## src/rtl/vc_pkg.sv

```systemverilog
package vc_pkg;

    localparam int DEF_ADDR_W     = 16;
    localparam int DEF_DATA_W     = 32;
    localparam int DEF_LINE_WORDS = 4;
    localparam int DEF_SETS       = 16;
    localparam int DEF_VB_ENTRIES = 4;

    // what the side buffer captures on a refill
    typedef enum logic {
        FILL_VICTIM = 1'b0,
        FILL_MISS   = 1'b1
    } fill_mode_e;

    typedef enum logic [1:0] {
        ST_IDLE,
        ST_LOOK,
        ST_SWAP,
        ST_WAIT
    } ctl_state_e;

    // index width that never collapses to zero
    function automatic int sel_w(input int n);
        return (n > 1) ? $clog2(n) : 1;
    endfunction

endpackage

```

## src/rtl/vc_dm_array.sv

```systemverilog
module vc_dm_array #(
    parameter int SETS   = vc_pkg::DEF_SETS,
    parameter int TAG_W  = 10,
    parameter int LINE_W = 128,
    localparam int IDX_W = vc_pkg::sel_w(SETS)
) (
    input  logic              clk,
    input  logic              rst,
    input  logic [IDX_W-1:0]  rd_idx,
    output logic              rd_valid,
    output logic [TAG_W-1:0]  rd_tag,
    output logic [LINE_W-1:0] rd_line,
    input  logic              wr_en,
    input  logic [IDX_W-1:0]  wr_idx,
    input  logic [TAG_W-1:0]  wr_tag,
    input  logic [LINE_W-1:0] wr_line
);

    typedef struct packed {
        logic              valid;
        logic [TAG_W-1:0]  tag;
        logic [LINE_W-1:0] line;
    } dm_slot_t;

    dm_slot_t slot_q [SETS];

    always_ff @(posedge clk) begin
        if (rst) begin
            for (int i = 0; i < SETS; i++) slot_q[i].valid <= 1'b0;
        end else if (wr_en) begin
            slot_q[wr_idx] <= '{valid: 1'b1, tag: wr_tag, line: wr_line};
        end
    end

    always_comb begin
        rd_valid = slot_q[rd_idx].valid;
        rd_tag   = slot_q[rd_idx].tag;
        rd_line  = slot_q[rd_idx].line;
    end

endmodule

```

## src/rtl/vc_lru.sv

```systemverilog
module vc_lru #(
    parameter int ENTRIES = vc_pkg::DEF_VB_ENTRIES,
    localparam int WAY_W  = vc_pkg::sel_w(ENTRIES)
) (
    input  logic               clk,
    input  logic               rst,
    input  logic               touch_en,
    input  logic [WAY_W-1:0]   touch_way,
    input  logic [ENTRIES-1:0] valid_vec,
    output logic [WAY_W-1:0]   alloc_way
);

    // recency rank per entry: 0 = most recent, ENTRIES-1 = oldest
    logic [WAY_W-1:0] rank_q [ENTRIES];

    always_ff @(posedge clk) begin
        if (rst) begin
            for (int i = 0; i < ENTRIES; i++) rank_q[i] <= WAY_W'(i);
        end else if (touch_en) begin
            for (int i = 0; i < ENTRIES; i++) begin
                if (WAY_W'(i) == touch_way)
                    rank_q[i] <= '0;
                else if (rank_q[i] < rank_q[touch_way])
                    rank_q[i] <= rank_q[i] + 1'b1;
            end
        end
    end

    always_comb begin
        logic found;
        found     = 1'b0;
        alloc_way = '0;
        for (int i = 0; i < ENTRIES; i++) begin
            if (!valid_vec[i] && !found) begin
                alloc_way = WAY_W'(i);
                found     = 1'b1;
            end
        end
        if (!found) begin
            for (int i = 0; i < ENTRIES; i++)
                if (rank_q[i] == WAY_W'(ENTRIES - 1)) alloc_way = WAY_W'(i);
        end
    end

    // ranks must stay a permutation so exactly one entry is oldest
    logic [ENTRIES-1:0] rank_seen;
    always_comb begin
        rank_seen = '0;
        for (int i = 0; i < ENTRIES; i++)
            if (int'(rank_q[i]) < ENTRIES) rank_seen[rank_q[i]] = 1'b1;
    end

    assert_rank_perm_R8: assert property (@(posedge clk) disable iff (rst)
        $countones(rank_seen) == ENTRIES);

endmodule

```

## src/rtl/vc_vbuf.sv

```systemverilog
module vc_vbuf #(
    parameter int ENTRIES = vc_pkg::DEF_VB_ENTRIES,
    parameter int LADDR_W = 14,
    parameter int LINE_W  = 128,
    localparam int WAY_W  = vc_pkg::sel_w(ENTRIES)
) (
    input  logic               clk,
    input  logic               rst,
    input  logic [LADDR_W-1:0] lk_laddr,
    output logic               lk_hit,
    output logic [WAY_W-1:0]   lk_way,
    output logic [LINE_W-1:0]  lk_line,
    output logic [WAY_W-1:0]   alloc_way,
    input  logic               wr_en,
    input  logic [WAY_W-1:0]   wr_way,
    input  logic               wr_valid,
    input  logic [LADDR_W-1:0] wr_laddr,
    input  logic [LINE_W-1:0]  wr_line
);

    typedef struct packed {
        logic               valid;
        logic [LADDR_W-1:0] laddr;
        logic [LINE_W-1:0]  line;
    } vb_entry_t;

    vb_entry_t          ent_q [ENTRIES];
    logic [ENTRIES-1:0] match;
    logic [ENTRIES-1:0] valid_vec;

    for (genvar g = 0; g < ENTRIES; g++) begin : g_ent
        always_ff @(posedge clk) begin
            if (rst)
                ent_q[g].valid <= 1'b0;
            else if (wr_en && wr_way == WAY_W'(g))
                ent_q[g] <= '{valid: wr_valid, laddr: wr_laddr, line: wr_line};
        end
        assign match[g]     = ent_q[g].valid && (ent_q[g].laddr == lk_laddr);
        assign valid_vec[g] = ent_q[g].valid;
    end

    always_comb begin
        lk_way  = '0;
        lk_line = '0;
        for (int i = 0; i < ENTRIES; i++) begin
            if (match[i]) begin
                lk_way  = WAY_W'(i);
                lk_line = ent_q[i].line;
            end
        end
    end

    assign lk_hit = |match;

    vc_lru #(.ENTRIES(ENTRIES)) u_lru (
        .clk       (clk),
        .rst       (rst),
        .touch_en  (wr_en),
        .touch_way (wr_way),
        .valid_vec (valid_vec),
        .alloc_way (alloc_way)
    );

    // a line address never lives in two entries
    assert_unique_line_R6: assert property (@(posedge clk) disable iff (rst)
        $onehot0(match));

endmodule

```

## src/rtl/vcache_top.sv

```systemverilog
module vcache_top
    import vc_pkg::*;
#(
    parameter int         ADDR_W     = DEF_ADDR_W,
    parameter int         DATA_W     = DEF_DATA_W,
    parameter int         LINE_WORDS = DEF_LINE_WORDS,
    parameter int         SETS       = DEF_SETS,
    parameter int         VB_ENTRIES = DEF_VB_ENTRIES,
    parameter fill_mode_e FILL_MODE  = FILL_VICTIM,
    localparam int OFF_W   = $clog2(LINE_WORDS),
    localparam int IDX_W   = $clog2(SETS),
    localparam int TAG_W   = ADDR_W - IDX_W - OFF_W,
    localparam int LADDR_W = ADDR_W - OFF_W,
    localparam int LINE_W  = DATA_W * LINE_WORDS,
    localparam int WAY_W   = sel_w(VB_ENTRIES)
) (
    input  logic               clk,
    input  logic               rst,
    input  logic               req_valid,
    input  logic [ADDR_W-1:0]  req_addr,
    output logic               req_ready,
    output logic               resp_valid,
    output logic [DATA_W-1:0]  resp_data,
    output logic               fill_req_valid,
    output logic [LADDR_W-1:0] fill_req_addr,
    input  logic               fill_resp_valid,
    input  logic [LINE_W-1:0]  fill_resp_data
);

    ctl_state_e        state_q;
    logic [ADDR_W-1:0] addr_q;
    logic              resp_valid_q;
    logic [DATA_W-1:0] resp_data_q;
    logic              fill_req_valid_q;

    logic [OFF_W-1:0]   off;
    logic [IDX_W-1:0]   idx;
    logic [TAG_W-1:0]   tag;
    logic [LADDR_W-1:0] laddr;

    assign off   = addr_q[OFF_W-1:0];
    assign idx   = addr_q[OFF_W +: IDX_W];
    assign tag   = addr_q[ADDR_W-1 -: TAG_W];
    assign laddr = addr_q[ADDR_W-1:OFF_W];

    function automatic logic [DATA_W-1:0] pick_word(input logic [LINE_W-1:0] l,
                                                    input logic [OFF_W-1:0]  o);
        return l[int'(o)*DATA_W +: DATA_W];
    endfunction

    // direct-mapped array
    logic              dm_valid;
    logic [TAG_W-1:0]  dm_tag;
    logic [LINE_W-1:0] dm_line;
    logic              dm_wr_en;
    logic [LINE_W-1:0] dm_wr_line;
    logic              dm_hit;

    vc_dm_array #(.SETS(SETS), .TAG_W(TAG_W), .LINE_W(LINE_W)) u_dm (
        .clk      (clk),
        .rst      (rst),
        .rd_idx   (idx),
        .rd_valid (dm_valid),
        .rd_tag   (dm_tag),
        .rd_line  (dm_line),
        .wr_en    (dm_wr_en),
        .wr_idx   (idx),
        .wr_tag   (tag),
        .wr_line  (dm_wr_line)
    );

    assign dm_hit = dm_valid && (dm_tag == tag);

    // side buffer
    logic               vb_hit;
    logic [WAY_W-1:0]   vb_way;
    logic [LINE_W-1:0]  vb_line;
    logic [WAY_W-1:0]   vb_alloc;
    logic               vb_wr_en;
    logic [WAY_W-1:0]   vb_wr_way;
    logic               vb_wr_valid;
    logic [LADDR_W-1:0] vb_wr_laddr;
    logic [LINE_W-1:0]  vb_wr_line;

    vc_vbuf #(.ENTRIES(VB_ENTRIES), .LADDR_W(LADDR_W), .LINE_W(LINE_W)) u_vb (
        .clk       (clk),
        .rst       (rst),
        .lk_laddr  (laddr),
        .lk_hit    (vb_hit),
        .lk_way    (vb_way),
        .lk_line   (vb_line),
        .alloc_way (vb_alloc),
        .wr_en     (vb_wr_en),
        .wr_way    (vb_wr_way),
        .wr_valid  (vb_wr_valid),
        .wr_laddr  (vb_wr_laddr),
        .wr_line   (vb_wr_line)
    );

    // array and buffer update for swaps and refills
    always_comb begin
        dm_wr_en    = 1'b0;
        dm_wr_line  = fill_resp_data;
        vb_wr_en    = 1'b0;
        vb_wr_way   = vb_alloc;
        vb_wr_valid = 1'b1;
        vb_wr_laddr = laddr;
        vb_wr_line  = fill_resp_data;
        case (state_q)
            ST_SWAP: begin
                dm_wr_en   = 1'b1;
                dm_wr_line = vb_line;
                vb_wr_en   = 1'b1;
                vb_wr_way  = vb_way;
                if (FILL_MODE == FILL_VICTIM) begin
                    vb_wr_valid = dm_valid;
                    vb_wr_laddr = {dm_tag, idx};
                    vb_wr_line  = dm_line;
                end else begin
                    vb_wr_line  = vb_line;
                end
            end
            ST_WAIT: begin
                if (fill_resp_valid) begin
                    dm_wr_en = 1'b1;
                    if (FILL_MODE == FILL_VICTIM) begin
                        vb_wr_en    = dm_valid;
                        vb_wr_laddr = {dm_tag, idx};
                        vb_wr_line  = dm_line;
                    end else begin
                        vb_wr_en    = 1'b1;
                    end
                end
            end
            default: ;
        endcase
    end

    // control
    always_ff @(posedge clk) begin
        if (rst) begin
            state_q          <= ST_IDLE;
            addr_q           <= '0;
            resp_valid_q     <= 1'b0;
            resp_data_q      <= '0;
            fill_req_valid_q <= 1'b0;
        end else begin
            resp_valid_q     <= 1'b0;
            fill_req_valid_q <= 1'b0;
            case (state_q)
                ST_IDLE: begin
                    if (req_valid) begin
                        addr_q  <= req_addr;
                        state_q <= ST_LOOK;
                    end
                end
                ST_LOOK: begin
                    if (dm_hit) begin
                        resp_valid_q <= 1'b1;
                        resp_data_q  <= pick_word(dm_line, off);
                        state_q      <= ST_IDLE;
                    end else if (vb_hit) begin
                        state_q <= ST_SWAP;
                    end else begin
                        fill_req_valid_q <= 1'b1;
                        state_q          <= ST_WAIT;
                    end
                end
                ST_SWAP: begin
                    resp_valid_q <= 1'b1;
                    resp_data_q  <= pick_word(vb_line, off);
                    state_q      <= ST_IDLE;
                end
                ST_WAIT: begin
                    if (fill_resp_valid) begin
                        resp_valid_q <= 1'b1;
                        resp_data_q  <= pick_word(fill_resp_data, off);
                        state_q      <= ST_IDLE;
                    end
                end
                default: state_q <= ST_IDLE;
            endcase
        end
    end

    assign req_ready      = (state_q == ST_IDLE);
    assign resp_valid     = resp_valid_q;
    assign resp_data      = resp_data_q;
    assign fill_req_valid = fill_req_valid_q;
    assign fill_req_addr  = laddr;

    assert_hit_resp_R2: assert property (@(posedge clk) disable iff (rst)
        (state_q == ST_LOOK && dm_hit) |=> (resp_valid && !fill_req_valid));

    assert_side_hit_extra_R3: assert property (@(posedge clk) disable iff (rst)
        (state_q == ST_LOOK && !dm_hit && vb_hit)
            |=> (!resp_valid && !fill_req_valid) ##1 resp_valid);

    assert_fill_on_miss_R4: assert property (@(posedge clk) disable iff (rst)
        (state_q == ST_LOOK && !dm_hit && !vb_hit) |=> fill_req_valid);

    assert_fill_pulse_R4: assert property (@(posedge clk) disable iff (rst)
        fill_req_valid |=> !fill_req_valid);

    assert_resp_pulse_R9: assert property (@(posedge clk) disable iff (rst)
        resp_valid |=> !resp_valid);

    assert_busy_after_accept_R9: assert property (@(posedge clk) disable iff (rst)
        (req_valid && req_ready) |=> !req_ready);

    if (FILL_MODE == FILL_VICTIM) begin : g_victim_chk
        assert_exclusive_R5: assert property (@(posedge clk) disable iff (rst)
            (state_q == ST_LOOK && dm_hit) |-> !vb_hit);
    end

endmodule

```

## config.mk

```make
export PLATFORM = sky130hd
export DESIGN_NAME = vcache_top
export DESIGN_NICKNAME = d
export VERILOG_FILES = /design/src/rtl/vc_pkg.sv /design/src/rtl/vc_dm_array.sv /design/src/rtl/vc_lru.sv /design/src/rtl/vc_vbuf.sv /design/src/rtl/vcache_top.sv
export SDC_FILE = /design/constraint.sdc
export NUM_CORES = 2
export LEC_CHECK = 0
export CORE_MARGIN = 10
export CORE_UTILIZATION = 40
export DETAILED_ROUTE_END_ITERATION = 8
export MAX_ROUTING_LAYER = met4
export PLACE_DENSITY = 0.64
export RECOVER_POWER = 25
export SLEW_MARGIN = 20
export SYNTH_ARGS = -nofsm -noshare
export SYNTH_HDL_FRONTEND = slang
export SYNTH_SLANG_ARGS = --single-unit
export TNS_END_PERCENT = 20
```

## constraint.sdc

```tcl
create_clock -name clk -period 9 [get_ports clk]
set_clock_uncertainty 0.15 [all_clocks]
set_input_delay 1.8 -clock clk [delete_from_list [all_inputs] [get_ports clk]]
set_output_delay 1.8 -clock clk [all_outputs]
set_load 0.01 [all_outputs]
```

==> impl_metrics.json <==
{
  "maxSlewViolCount": 823,
  "first_pass_iters": 8,
  "synth_cell_types": 81,
  "combPwrFrac_pct": 7.1,
  "startpoint_type": "register",
  "initial_core_util_pct": 40.1,
  "power_frac_clock_pct": 41.1,
  "p_total_mw": 28.8,
  "max-slew-margin-rel_pct": -160,
  "cp.required_ps": 9450,
  "drt_first_iter_violations": 8154,
  "place_area_um2": 121000,
  "power.internal_mw": 22.4,
  "cts.sinks": 2860,
  "ctsResizeCount": 0,
  "ios": 197,
  "finalHoldViolCount": 0,
  "vias": 61100,
  "final_cells": 10000,
  "grt_pass1_wl_um": 462000,
  "path_class": "reg -> reg",
  "synth-main-ff-cell": "edfxtp_1",
  "status": "finished, violations left",
  "die_w_um": 554,
  "fin_crit_ps": 7280,
  "layout-drive-gt1-share_pct": 22.5,
  "synth_top_area_cell": "edfxtp_1",
  "via_per_inst": 6.10,
  "netlist_instances": 5751,
  "drt-total-wl_um": 328000,
  "violations": "capacitance limit, slew limit",
  "grt_pass1_vias": 60400,
  "postLayoutSetupSlackWorst_ps": 1720,
  "cts_hold_buffers": 0,
  "setup_tns_ps": 0,
  "die_height_um": 554,
  "grt_overflow": 0,
  "min_period_over_period_pct": 80.9,
  "final_area_um2": 130000,
  "grt_usage_pct": 21.3,
  "postRouteAntennaNets": 0,
  "end_kind": "register",
  "synth_edf_count": 2788,
  "setup_violations": 0,
  "p_sw_mw": 6.36,
  "syn-cell-area_um2": 114000,
  "clkTransAtPathRegs_ps": 60,
  "drc_errors": 0,
  "synth-seq-area-share_pct": 74.6,
  "p_per_area_nw_per_um2": 222,
  "drt-wirelength-per-cell_um": 32.7,
  "seqPwrFrac_pct": 51.9,
  "async_reset_ff_share_pct": 0,
  "cts_inserted_buffers": 301,
  "fillerInstances": 23600,
  "die_area_um2": 307000,
  "syn_to_final_growth_pct": 13.6,
  "ys_ff_latch": 2860,
  "synth_top_area_share_pct": 73.3,
  "seqCellArea_um2": 85200,
  "rsz0062_at_grt": "no",
  "cts.path.max_buffers": 4,
  "holdCritPathClass": "reg -> reg",
  "fin_util_pct": 45.5,
  "drv_cap": 28,
  "cp_max_fo": 29,
  "dp_slack_ps": 3050,
  "num_rows": 196,
  "synth.avg_cell_area_um2": 19.8,
  "clkLatencyLatePin_ps": 950,
  "antenna_found_initial": 23,
  "cts_tree": "built",
  "max-vdd-ir-drop_v": 0.000234,
  "holdWs_ps": 315,
  "p_leak_nw": 39.3,
  "switching_share_pct": 22.1,
  "grt_max_degree": 151,
  "synthesis.nets": 5903,
  "hold_depth": 2,
  "multi_input_area_um2": 26900,
  "yosys-top-cells-count": "2,788 x edfxtp_1, 649 x mux4_2, 274 x nand2_1",
  "final_net_count": 6182,
  "r2r_cells": 12,
  "worstMarginPinSlew_ps": 3900,
  "core_area_um2": 285000,
  "dp_hpwl_um": 186000,
  "dp.cells": 9488,
  "fmax_mhz": 137,
  "portBuffers": 196,
  "synth_area_leaders": "edfxtp_1 73%, mux4_2 13%, mux2_2 1.4%",
  "post-cts-setup-buffers": 0,
  "yosys_warnings": 0,
  "gp_congestion": 0.872,
  "synth_most_common_cell": "edfxtp_1",
  "arrival_ps": 7730,
  "cts-root-buf": "clkbuf_16",
  "htreeDepth": 5
}
==> power by group through the flow <==
stage | combinational (mW) | clock (mW) | sequential [mW]
after floorplan | 1.26 | 0 | 15.1
after global placement | 1.99 | 0 | 15.2
after detailed placement | 2.03 | 0 | 15.2
after CTS | 2.03 | 12.0 | 14.9
after global routing | 2.14 | 12.5 | 14.9
final | 2.03 | 11.8 | 14.9
==> state kept, by name (all words and copies together) (netlist names), named ones only <==
register           flops
fill_req_valid         1
u_vb.u_lru.rank_q      8
u_dm.slot_q         2224
addr_q                16
state_q                2
resp_valid             1
u_vb.ent_q           572
resp_data             32
==> worst paths after layout <==
path | startpoint | endpoint | slack [ps]
hold / removal | u_dm.slot_q[3][138] | u_dm.slot_q[3][138] | 320
setup reg to reg | addr_q[10] | u_vb.u_lru.rank_q[0][0] | 1720
setup / recovery | addr_q[10] | u_vb.u_lru.rank_q[0][0] | 1720
hold reg to reg | u_dm.slot_q[3][138] | u_dm.slot_q[3][138] | 320
==> critical path: stages (launching register included) <==
cell and delay (ps):
dfxtp_1 300, clkbuf_1 940, xnor2_1 270, nand4_1 180, or4_2 690, clkbuf_1 980
nand2_1 380, clkbuf_1 1250, o22ai_1 410, nor2_1 440, a221oi_1 270, maj3_1 430
o21bai_1 220
==> routing by layer <==
layer	global-route usage (%)	wire length, um	up-vias	part of all wire [%]
li1	-	-	24600	-
met1	28.1	126000	32400	38
met2	32.4	153000	3520	47
met3	4.11	31600	645	9.6
met4	9.40	17100	0	5.2
met5	-	0	-	0
==> placed cells by master (no fill, tap or decap), types with 57 or more instances in the layout <==
cell type        count
nand3_1             57
a221o_1             59
o21ai_0            146
nor2_1             153
xnor2_1             66
clkinv_2            60
mux2i_1             85
nand2_1            271
clkdlybuf4s50_1    159
mux2_2             103
a221oi_1            83
buf_4              116
clkbuf_1            84
clkbuf_16          304
dfxtp_1             64
a21oi_1            156
edfxtp_1          2788
mux4_2             649
==> cell families (layout without fill, tap and decap cells) <==
kind of cell,count (synthesis),count (layout),synth area share [%]
flops,2860,2860,74.6
mux,877,877,15.0
compound gates,827,827,5.13
simple gates,679,679,2.71
buf+inv,433,926,2.00
xor+xnor,68,68,0.522
fa+ha+maj,7,7,0.0702
other cells,0,18,0
==> area by class of cell <==
| class | count | area share [%] |
|---|---|---|
| diodes | 18 | 0.0347 |
| clock buffers | 361 | 6.08 |
| clock inverters | 156 | 1.03 |
| inverters | 41 | 0.125 |
| multi-input cells | 2458 | 20.8 |
| flip-flops and latches | 2860 | 65.7 |
| well taps | 3762 | 3.63 |
| repair buffers | 368 | 2.61 |
Power figures use the tool's default switching activity.
